[src/rtl/sync_power_pkg.sv]
package sync_power_pkg;

    typedef enum logic [1:0] {
        PS_NORMAL  = 2'b00,
        PS_STANDBY = 2'b01,
        PS_SUSPEND = 2'b10,
        PS_OFF     = 2'b11
    } pwr_state_e;

    localparam int unsigned CH_H   = 0;
    localparam int unsigned CH_V   = 1;
    localparam int unsigned NUM_CH = 2;

    typedef struct packed {
        logic led_amber;
        logic supply_en;
    } pwr_drive_t;

    // bit0 flags a missing horizontal sync, bit1 a missing vertical sync
    function automatic pwr_state_e state_from_presence(logic h_ok, logic v_ok);
        return pwr_state_e'({~v_ok, ~h_ok});
    endfunction

    function automatic pwr_drive_t drive_for(pwr_state_e s);
        pwr_drive_t d;
        d.led_amber = (s != PS_NORMAL);
        d.supply_en = (s == PS_NORMAL);
        return d;
    endfunction

endpackage

[src/rtl/sync_presence.sv]
module sync_presence #(
    parameter int unsigned ABSENT_TICKS = 100,
    parameter int unsigned ARM_EDGES    = 4
) (
    input  logic clk,
    input  logic rst,
    input  logic tick,
    input  logic sync_lvl,
    output logic present
);
    localparam int unsigned IW = $clog2(ABSENT_TICKS + 1);
    localparam int unsigned EW = $clog2(ARM_EDGES + 1);

    logic          prev_lvl;
    logic [IW-1:0] idle_ticks;
    logic [EW-1:0] edge_run;
    logic          present_q;
    logic          rise;

    assign rise    = sync_lvl & ~prev_lvl;
    assign present = present_q;

    always_ff @(posedge clk) begin
        if (rst) begin
            prev_lvl   <= 1'b0;
            idle_ticks <= '0;
            edge_run   <= '0;
            present_q  <= 1'b0;
        end else begin
            prev_lvl <= sync_lvl;
            if (rise) begin
                idle_ticks <= '0;
                if (!present_q) begin
                    if (edge_run == EW'(ARM_EDGES - 1)) begin
                        present_q <= 1'b1;
                        edge_run  <= '0;
                    end else begin
                        edge_run <= edge_run + 1'b1;
                    end
                end
            end else if (tick) begin
                if (idle_ticks == IW'(ABSENT_TICKS - 1)) begin
                    idle_ticks <= '0;
                    edge_run   <= '0;
                    present_q  <= 1'b0;
                end else begin
                    idle_ticks <= idle_ticks + 1'b1;
                end
            end
        end
    end

    AST_RISE_NEEDS_EDGE: assert property (@(posedge clk) disable iff (rst)
        $rose(present_q) |-> $past(rise)) else $error("present rose without edge");
    AST_FALL_NEEDS_TICK: assert property (@(posedge clk) disable iff (rst)
        $fell(present_q) |-> $past(tick && !rise)) else $error("present fell without quiet tick");
    AST_NO_RUN_WHILE_UP: assert property (@(posedge clk) disable iff (rst)
        present_q |-> (edge_run == '0)) else $error("edge run kept while present");

endmodule

[src/rtl/power_decode.sv]
module power_decode
    import sync_power_pkg::*;
(
    input  logic       clk,
    input  logic       rst,
    input  logic       h_ok,
    input  logic       v_ok,
    output pwr_state_e state,
    output logic       led_amber,
    output logic       supply_en
);
    pwr_state_e state_q;
    pwr_drive_t drv;

    always_ff @(posedge clk) begin
        if (rst) state_q <= PS_OFF;
        else     state_q <= state_from_presence(h_ok, v_ok);
    end

    assign drv       = drive_for(state_q);
    assign state     = state_q;
    assign led_amber = drv.led_amber;
    assign supply_en = drv.supply_en;

    AST_STATE_TRACKS_SYNC: assert property (@(posedge clk) disable iff (rst)
        ##1 (state_q[0] == !$past(h_ok)) && (state_q[1] == !$past(v_ok))) else $error("state lag wrong");

endmodule

[src/rtl/blank_merge.sv]
module blank_merge #(
    parameter int unsigned HOLD_TICKS = 200
) (
    input  logic clk,
    input  logic rst,
    input  logic tick,
    input  logic mode_chg,
    input  logic vretrace,
    input  logic saving,
    output logic blank
);
    localparam int unsigned HW = $clog2(HOLD_TICKS + 1);

    logic [HW-1:0] hold_left;
    logic          hold_active;

    always_ff @(posedge clk) begin
        if (rst) begin
            hold_left <= '0;
        end else if (mode_chg) begin
            hold_left <= HW'(HOLD_TICKS);
        end else if (tick && hold_left != '0) begin
            hold_left <= hold_left - 1'b1;
        end
    end

    assign hold_active = (hold_left != '0);
    assign blank       = hold_active | saving | vretrace;

    AST_HOLD_DRAINS_ON_TICK: assert property (@(posedge clk) disable iff (rst)
        $fell(hold_active) |-> $past(tick && !mode_chg)) else $error("hold ended off tick");

endmodule

[src/rtl/sync_power_ctrl.sv]
module sync_power_ctrl
    import sync_power_pkg::*;
#(
    parameter int unsigned ABSENT_MS    = 100,
    parameter int unsigned ARM_EDGES    = 4,
    parameter int unsigned MODE_HOLD_MS = 200
) (
    input  logic       clk,
    input  logic       rst,
    input  logic       tick_1ms,
    input  logic       hsync,
    input  logic       vsync,
    input  logic       mode_chg,
    input  logic       vretrace,
    output logic [1:0] pwr_state,
    output logic       led_amber,
    output logic       supply_en,
    output logic       blank
);
    logic [NUM_CH-1:0] sync_lvls;
    logic [NUM_CH-1:0] sync_ok;
    pwr_state_e        state;

    assign sync_lvls[CH_H] = hsync;
    assign sync_lvls[CH_V] = vsync;

    for (genvar c = 0; c < NUM_CH; c++) begin : g_ch
        sync_presence #(
            .ABSENT_TICKS (ABSENT_MS),
            .ARM_EDGES    (ARM_EDGES)
        ) u_pres (
            .clk      (clk),
            .rst      (rst),
            .tick     (tick_1ms),
            .sync_lvl (sync_lvls[c]),
            .present  (sync_ok[c])
        );
    end

    power_decode u_dec (
        .clk       (clk),
        .rst       (rst),
        .h_ok      (sync_ok[CH_H]),
        .v_ok      (sync_ok[CH_V]),
        .state     (state),
        .led_amber (led_amber),
        .supply_en (supply_en)
    );

    assign pwr_state = state;

    blank_merge #(
        .HOLD_TICKS (MODE_HOLD_MS)
    ) u_blank (
        .clk      (clk),
        .rst      (rst),
        .tick     (tick_1ms),
        .mode_chg (mode_chg),
        .vretrace (vretrace),
        .saving   (state != PS_NORMAL),
        .blank    (blank)
    );

    AST_AMBER_OFF_NORMAL: assert property (@(posedge clk) disable iff (rst)
        led_amber == (pwr_state != 2'b00)) else $error("led colour mismatch");
    AST_SUPPLY_ONLY_NORMAL: assert property (@(posedge clk) disable iff (rst)
        supply_en |-> (pwr_state == 2'b00 && !led_amber)) else $error("supply on while saving");
    AST_SAVE_BLANKS: assert property (@(posedge clk) disable iff (rst)
        (pwr_state != 2'b00) |-> blank) else $error("saving state not blanked");
    AST_RETRACE_BLANKS: assert property (@(posedge clk) disable iff (rst)
        vretrace |-> blank) else $error("retrace not blanked");
    AST_MODE_BLANKS: assert property (@(posedge clk) disable iff (rst)
        mode_chg |=> blank) else $error("mode change not blanked");

endmodule

[config.mk]
export PLATFORM = sky130hd
export DESIGN_NAME = sync_power_ctrl
export DESIGN_NICKNAME = d
export VERILOG_FILES = /design/src/rtl/sync_power_pkg.sv /design/src/rtl/sync_presence.sv /design/src/rtl/power_decode.sv /design/src/rtl/blank_merge.sv /design/src/rtl/sync_power_ctrl.sv
export SDC_FILE = /design/constraint.sdc
export NUM_CORES = 1
export LEC_CHECK = 0
export BUFFER_PORTS_ARGS = -buffer_cell sky130_fd_sc_hd__clkbuf_2
export CAP_MARGIN = 20
export CORE_MARGIN = 4
export CORE_UTILIZATION = 62
export CTS_CLUSTER_SIZE = 16
export DETAILED_ROUTE_END_ITERATION = 8
export GPL_TIMING_DRIVEN = 1
export PLACE_DENSITY = 0.92
export SLEW_MARGIN = 20
export SYNTH_ARGS = -nofsm -noshare
export SYNTH_HDL_FRONTEND = slang
export SYNTH_SLANG_ARGS = --single-unit
[constraint.sdc]
create_clock -name clk -period 2.6 [get_ports clk]
set_input_delay 0.26 -clock clk [delete_from_list [all_inputs] [get_ports clk]]
set_output_delay 0.26 -clock clk [all_outputs]
set_load 0.02 [all_outputs]
# Word-level counts from Yosys, hierarchy flattened
# Cells that the tools add are included.
classes:
  addsub: 5
  n_eq_ne: 6
  muxes: 24
  n_bitwise: 8
  n_reduce_logical: 16
ops:
  columns: ["operator", "n"]
  rows:
  - ["2-to-1 mux 3 bit", 10]
  - ["2-to-1 mux 8 bit", 2]
  - ["adder 7 x 1 -> 7 bit, second input constant", 2]
  - ["== test 7 bit, second input constant", 2]
  - ["2-to-1 mux 7 bit", 2]
  - ["nonzero test 2 bit", 6]
  - ["2-to-1 mux 1 bit", 10]
  - ["nonzero test 8 bit", 1]
  - ["subtractor 8 x 1 -> 8 bit, second input constant", 1]
  - ["adder 3 x 1 -> 3 bit, second input constant", 2]
  - ["== test 3 x 2 -> 1 bit, second input constant", 2]
  - ["AND reduction 3 bit", 2]
  - ["OR reduction 2 bit", 3]
  - ["inequality test 2 bit, second input constant", 2]
  - ["inverter 1 bit", 4]
  - ["AND reduction 2 bit", 2]
  - ["AND 1 bit", 2]
  - ["zero test 2 bit", 1]
  - ["bitwise OR 1 bit", 2]
  - ["logical AND 1 bit", 1]
word_totals:
  regBits: 34
  inputBits: 7
  out_inout_bits: 5
  word_cells: 70

# Depth between registers and ports, before layout
logic_depth:
  depth_word: 4
  depth_mapped: 5
  ltp_nobuf: 5

# Modules after synthesis
# A second synthesis with hierarchy kept.
unflattened:
  cells_unflattened: 184
  hier_area_um2: 1687.9
by_module_without_submodules:
  columns: ["module", "n_inst", "cells_each", "area_each_um2", "seq_area_each_um2"]
  rows:
  - ["sync_presence", 2, 60, 575.6, 240.2]
  - ["blank_merge", 1, 57, 467.9, 160.2]
  - ["power_decode", 1, 6, 62.6, 40.0]
  - ["sync_power_ctrl", 1, 1, 6.3, 0.0]

# Worst setup path after synthesis
# OpenSTA, ideal clock, no wires.
synth_path:
  kind: "register -> register"
  startpoint: "register u_blank.hold_left[0]"
  endpoint: "register u_blank.hold_left[7]"
  setup_time_ns: 0.074
  arrival_time_ns: 1.466
  required_time_ns: 2.526
  slack_ns: 1.060
  stages_incl_launch_ff: 4
  path_buffers: 0
  period_less_slack_ns: 1.540
  cell_sequence: "dfxtp_1 -> or4b_4 -> or4b_1 -> a31oi_1"
synth_between:
  elab_chain_cells: 3
  elab_cells_between_ends: 6
  cone_classes: "1 x add/sub; 2 x mux; 3 x reduce/logical"
synth_rtl:
  columns: ["item", "line_no", "rtl"]
  rows:
  - ["from (decl)", "blank_merge.sv:14", "logic [HW-1:0] hold_left;"]
  - ["from (signal assigned)", "blank_merge.sv:21", "hold_left <= HW'(HOLD_TICKS);"]
  - ["from (signal assigned)", "blank_merge.sv:23", "hold_left <= hold_left - 1'b1;"]
  - ["subtractor 8 x 1 -> 8 bit or nonzero test 8 bit (tied branches)", "blank_merge.sv:23, blank_merge.sv:22", null]
  - ["2-to-1 mux 8 bit or logical AND 1 bit (tied branches)", "blank_merge.sv:22", "end else if (tick && hold_left != '0) begin"]
  - ["2-to-1 mux 8 bit or nonzero test 2 bit (tied branches)", null, null]
# Parallel ways exist; a longest one is shown, timed or not. The select of a mux whose other input is x is not followed.
# A chain may end at the register's enable or synchronous reset.

# Worst setup path in the final report
layout_path:
  startpoint: "register u_blank.hold_left[3]"
  endpoint: "output port blank"
layout_between:
  elab_chain_cells: 3
layout_rtl:
  columns: ["item", "line_no", "rtl"]
  rows:
  - ["nonzero test 8 bit", "blank_merge.sv:27", "assign hold_active = (hold_left != '0);"]
  - ["bitwise OR 1 bit (2 in a row)", "blank_merge.sv:28", "assign blank = hold_active | saving | vretrace;"]
  - ["to (decl)", "sync_power_ctrl.sv:18", "output logic blank"]
# No other way between the ends.

==> results_dict.tcl <==
set metrics [dict create \
    cts_resized 0 \
    cp.required_ns 2.34 \
    clkTransAtPathRegs_ns 0.10 \
    holdPathStages 2 \
    cp_max_fo 7 \
    reg2reg_depth 5 \
    rsz0062_at_grt "no" \
    ys_types 41 \
    fin_ws_ns 0.645 \
    htreeDepth 2 \
    setup_viol 0 \
    p_per_area_nw_per_um2 577 \
    post_cts_buffers 0 \
    start_kind "register" \
    fin_crit_sh 0.752 \
    syn_inst 167 \
    cp-end-kind "primary output" \
    r2r_setup_slack_ns 0.95 \
    avgViaCountPerCell 6.01 \
    yosysSeqAreaShare 0.443 \
    root_buffer "clkbuf_4" \
    clock.fmax_mhz 512 \
    die_h_um 57.8 \
    final_nets 195 \
    slew_viol_final 0 \
    routedWlPerCell_um 14.4 \
    cap_violations 0 \
    clockBufferDepth 2 \
    synthToLayoutAreaGrowth_pct 8.96 \
    syn_nets 180 \
    core_um2 2280 \
    ys_warn_count 0 \
    drc_errors 0 \
    worst_slew_pin_slew_ns 0.697 \
    dieWidth_um 57.8 \
    dieArea_um2 3340 \
    start_util 0.675 \
    clk_latency_ns 0.33 \
    leakage_uw 0.000652 \
    arrival_ns 1.69 \
    grt_usage 0.199 \
    grt_max_degree 18 \
    first_global_vias 1248 \
    hold_path_class "input pin to register" \
    n_antenna_cell 0 \
    yosys.area.top_type_share 0.443 \
    period_needed_ns 1.95 \
    finalHoldViolCount 0 \
    dp_slack_ns 0.753 \
    avgSynthCellArea_um2 9.20 \
    drtIter0Drc 25 \
    grt_first_pass_wirelength_um 5200 \
    synth_area_um2 1540 \
    cts_sinks 34 \
    critical_path_class "register to primary output" \
    dpl.hpwl_um 2200 \
    overflow 0 \
    rows 17 \
    firstDrtPassIters 6 \
    clock_skew_ns 0.00972 \
    synth_area_leaders "dfxtp_1 44%, ha_1 4.9%, nand2_1 4.2%, xor2_1 3.4%, nor2_1 3.2%" \
    worst_hold_startpoint "hsync" \
    r2r_end "u_blank.hold_left[4]$_SDFFE_PP0P_" \
    antenna_found_initial 0 \
    place_congestion 0.868 \
    cts_hold_buffers 0 \
    io_pins 12 \
    vias 1269 \
    drive_gt1_frac 0.137 \
    cts_tree "done" \
    numCtsBuffers 5 \
    peakVddDrop_v 0.000508 \
    r2r_start "u_blank.hold_left[0]$_SDFFE_PP0P_" \
    slew_headroom 0.531 \
    tns_ns 0 \
    ant_nets 0 \
    status "finished clean" \
    async_reset_ff_frac 0 \
    holdPathEnd "g_ch[0].u_pres.prev_lvl$_SDFF_PP0_" \
    io_buffers 11 \
    synth_ff_type "dfxtp_1" \
    synth_area_leader_cell "dfxtp_1" \
    wl_um 3030 \
    ys_ff_latch 34 \
    synth_edf_count 0 \
]
==> logic make-up after synthesis <==
kind of cell | share of synthesized area
AOI/OAI and AO/OA | 0.156
xor gates and xnor gates | 0.0456
adders and majority gates | 0.0489
buffers and inverters | 0.0252
DFF | 0.443
muxes | 0.0261
and+or+nand+nor | 0.255
==> where the power goes <==
group / total [µW] / internal (µW) / switching [µW]
clock network: 299 / 131 / 168
registers: 559 / 540 / 19.1
logic: 109 / 47.7 / 61.2
==> flip-flops by register name (all words and copies together) (netlist names) <==
register and cells:
u_dec.state 2, g_ch.u_pres.idle_ticks 14, u_blank.hold_left 8, g_ch.u_pres.edge_run 6, g_ch.u_pres.prev_lvl 2, g_ch.u_pres.present 2
==> metal layers <==
metal  GRT usage  vias to the layer above  part of all wire  routed length (µm)
li1            -                      638                 -                   -
met1       0.227                      600              0.46                1400
met2       0.331                       23              0.47                1430
met3      0.0646                        8             0.047                 142
met4      0.0993                        0             0.019                  58
met5           0                        -                 0                   0
==> worst max-delay path: stages, from the launching register on <==
cell and delay [ns]:
dfxtp_1 0.37, nor4_1 0.65, nand4b_1 0.16, clkbuf_2 0.18
==> synth_stat cells (2+ instances only) <==
cell type  number
dfxtp_1        34
nand2_1        17
nor2_1         13
a21oi_1         9
inv_1           7
nor3_1          7
or3_1           7
ha_1            6
nor2b_1         6
xor2_1          6
nand4_1         5
o21ai_0         5
mux2i_1         4
o31ai_1         3
or4b_1          3
a211o_1         2
a32o_1          2
clkbuf_1        2
nand2b_1        2
nand3_1         2
nor4_1          2
o211ai_1        2
or3b_2          2
xnor2_1         2
==> how the worst max path moves through the flow <==
stage	from	end	cells past startpoint
finish	u_blank.hold_left[3]$_SDFFE_PP0P_	blank	3
floorplan	u_blank.hold_left[0]$_SDFFE_PP0P_	u_blank.hold_left[7]$_SDFFE_PP0P_	3
global route	u_blank.hold_left[3]$_SDFFE_PP0P_	blank	3
global placement	tick_1ms	u_blank.hold_left[7]$_SDFFE_PP0P_	4
CTS	u_blank.hold_left[3]$_SDFFE_PP0P_	blank	3
detailed placement	tick_1ms	u_blank.hold_left[7]$_SDFFE_PP0P_	4
==> cell usage in the layout, fill, tap and decap left out, drive strengths merged, types with 3 or more instances in the layout <==
master  netlist  final
dfxtp        34     34
clkbuf        2     18
nand2        17     17
nor2         13     13
a21oi         9      9
inv           7      7
or3           7      7
nor3          7      7
nor2b         6      6
xor2          6      6
ha            6      6
nand4         5      5
o21ai         5      5
mux2i         4      4
or4b          4      4
o31ai         3      3
==> metrics by stage <==
step	hold WS, ns	cell area (µm²)	util	instances	power, µW
after floorplan	0.366	1540	-	167	650
after global placement	0.387	1610	0.709	203	670
after detailed placement	0.389	1610	0.709	203	679
after CTS	0.177	1670	0.736	211	977
after global routing	0.190	1670	0.736	211	1020
final	0.191	1670	0.736	211	967
==> layout make-up <==
type,instances,area [µm²]
multi-input combinational,123,817
clock inverter,1,5.00
timing repair buffer,11,55.1
inverter,7,26.3
tap,28,35.0
clock buffer,7,55.1
sequential,34,681
fill,169,602
Note: power is estimated with default switching activity, not from simulation.
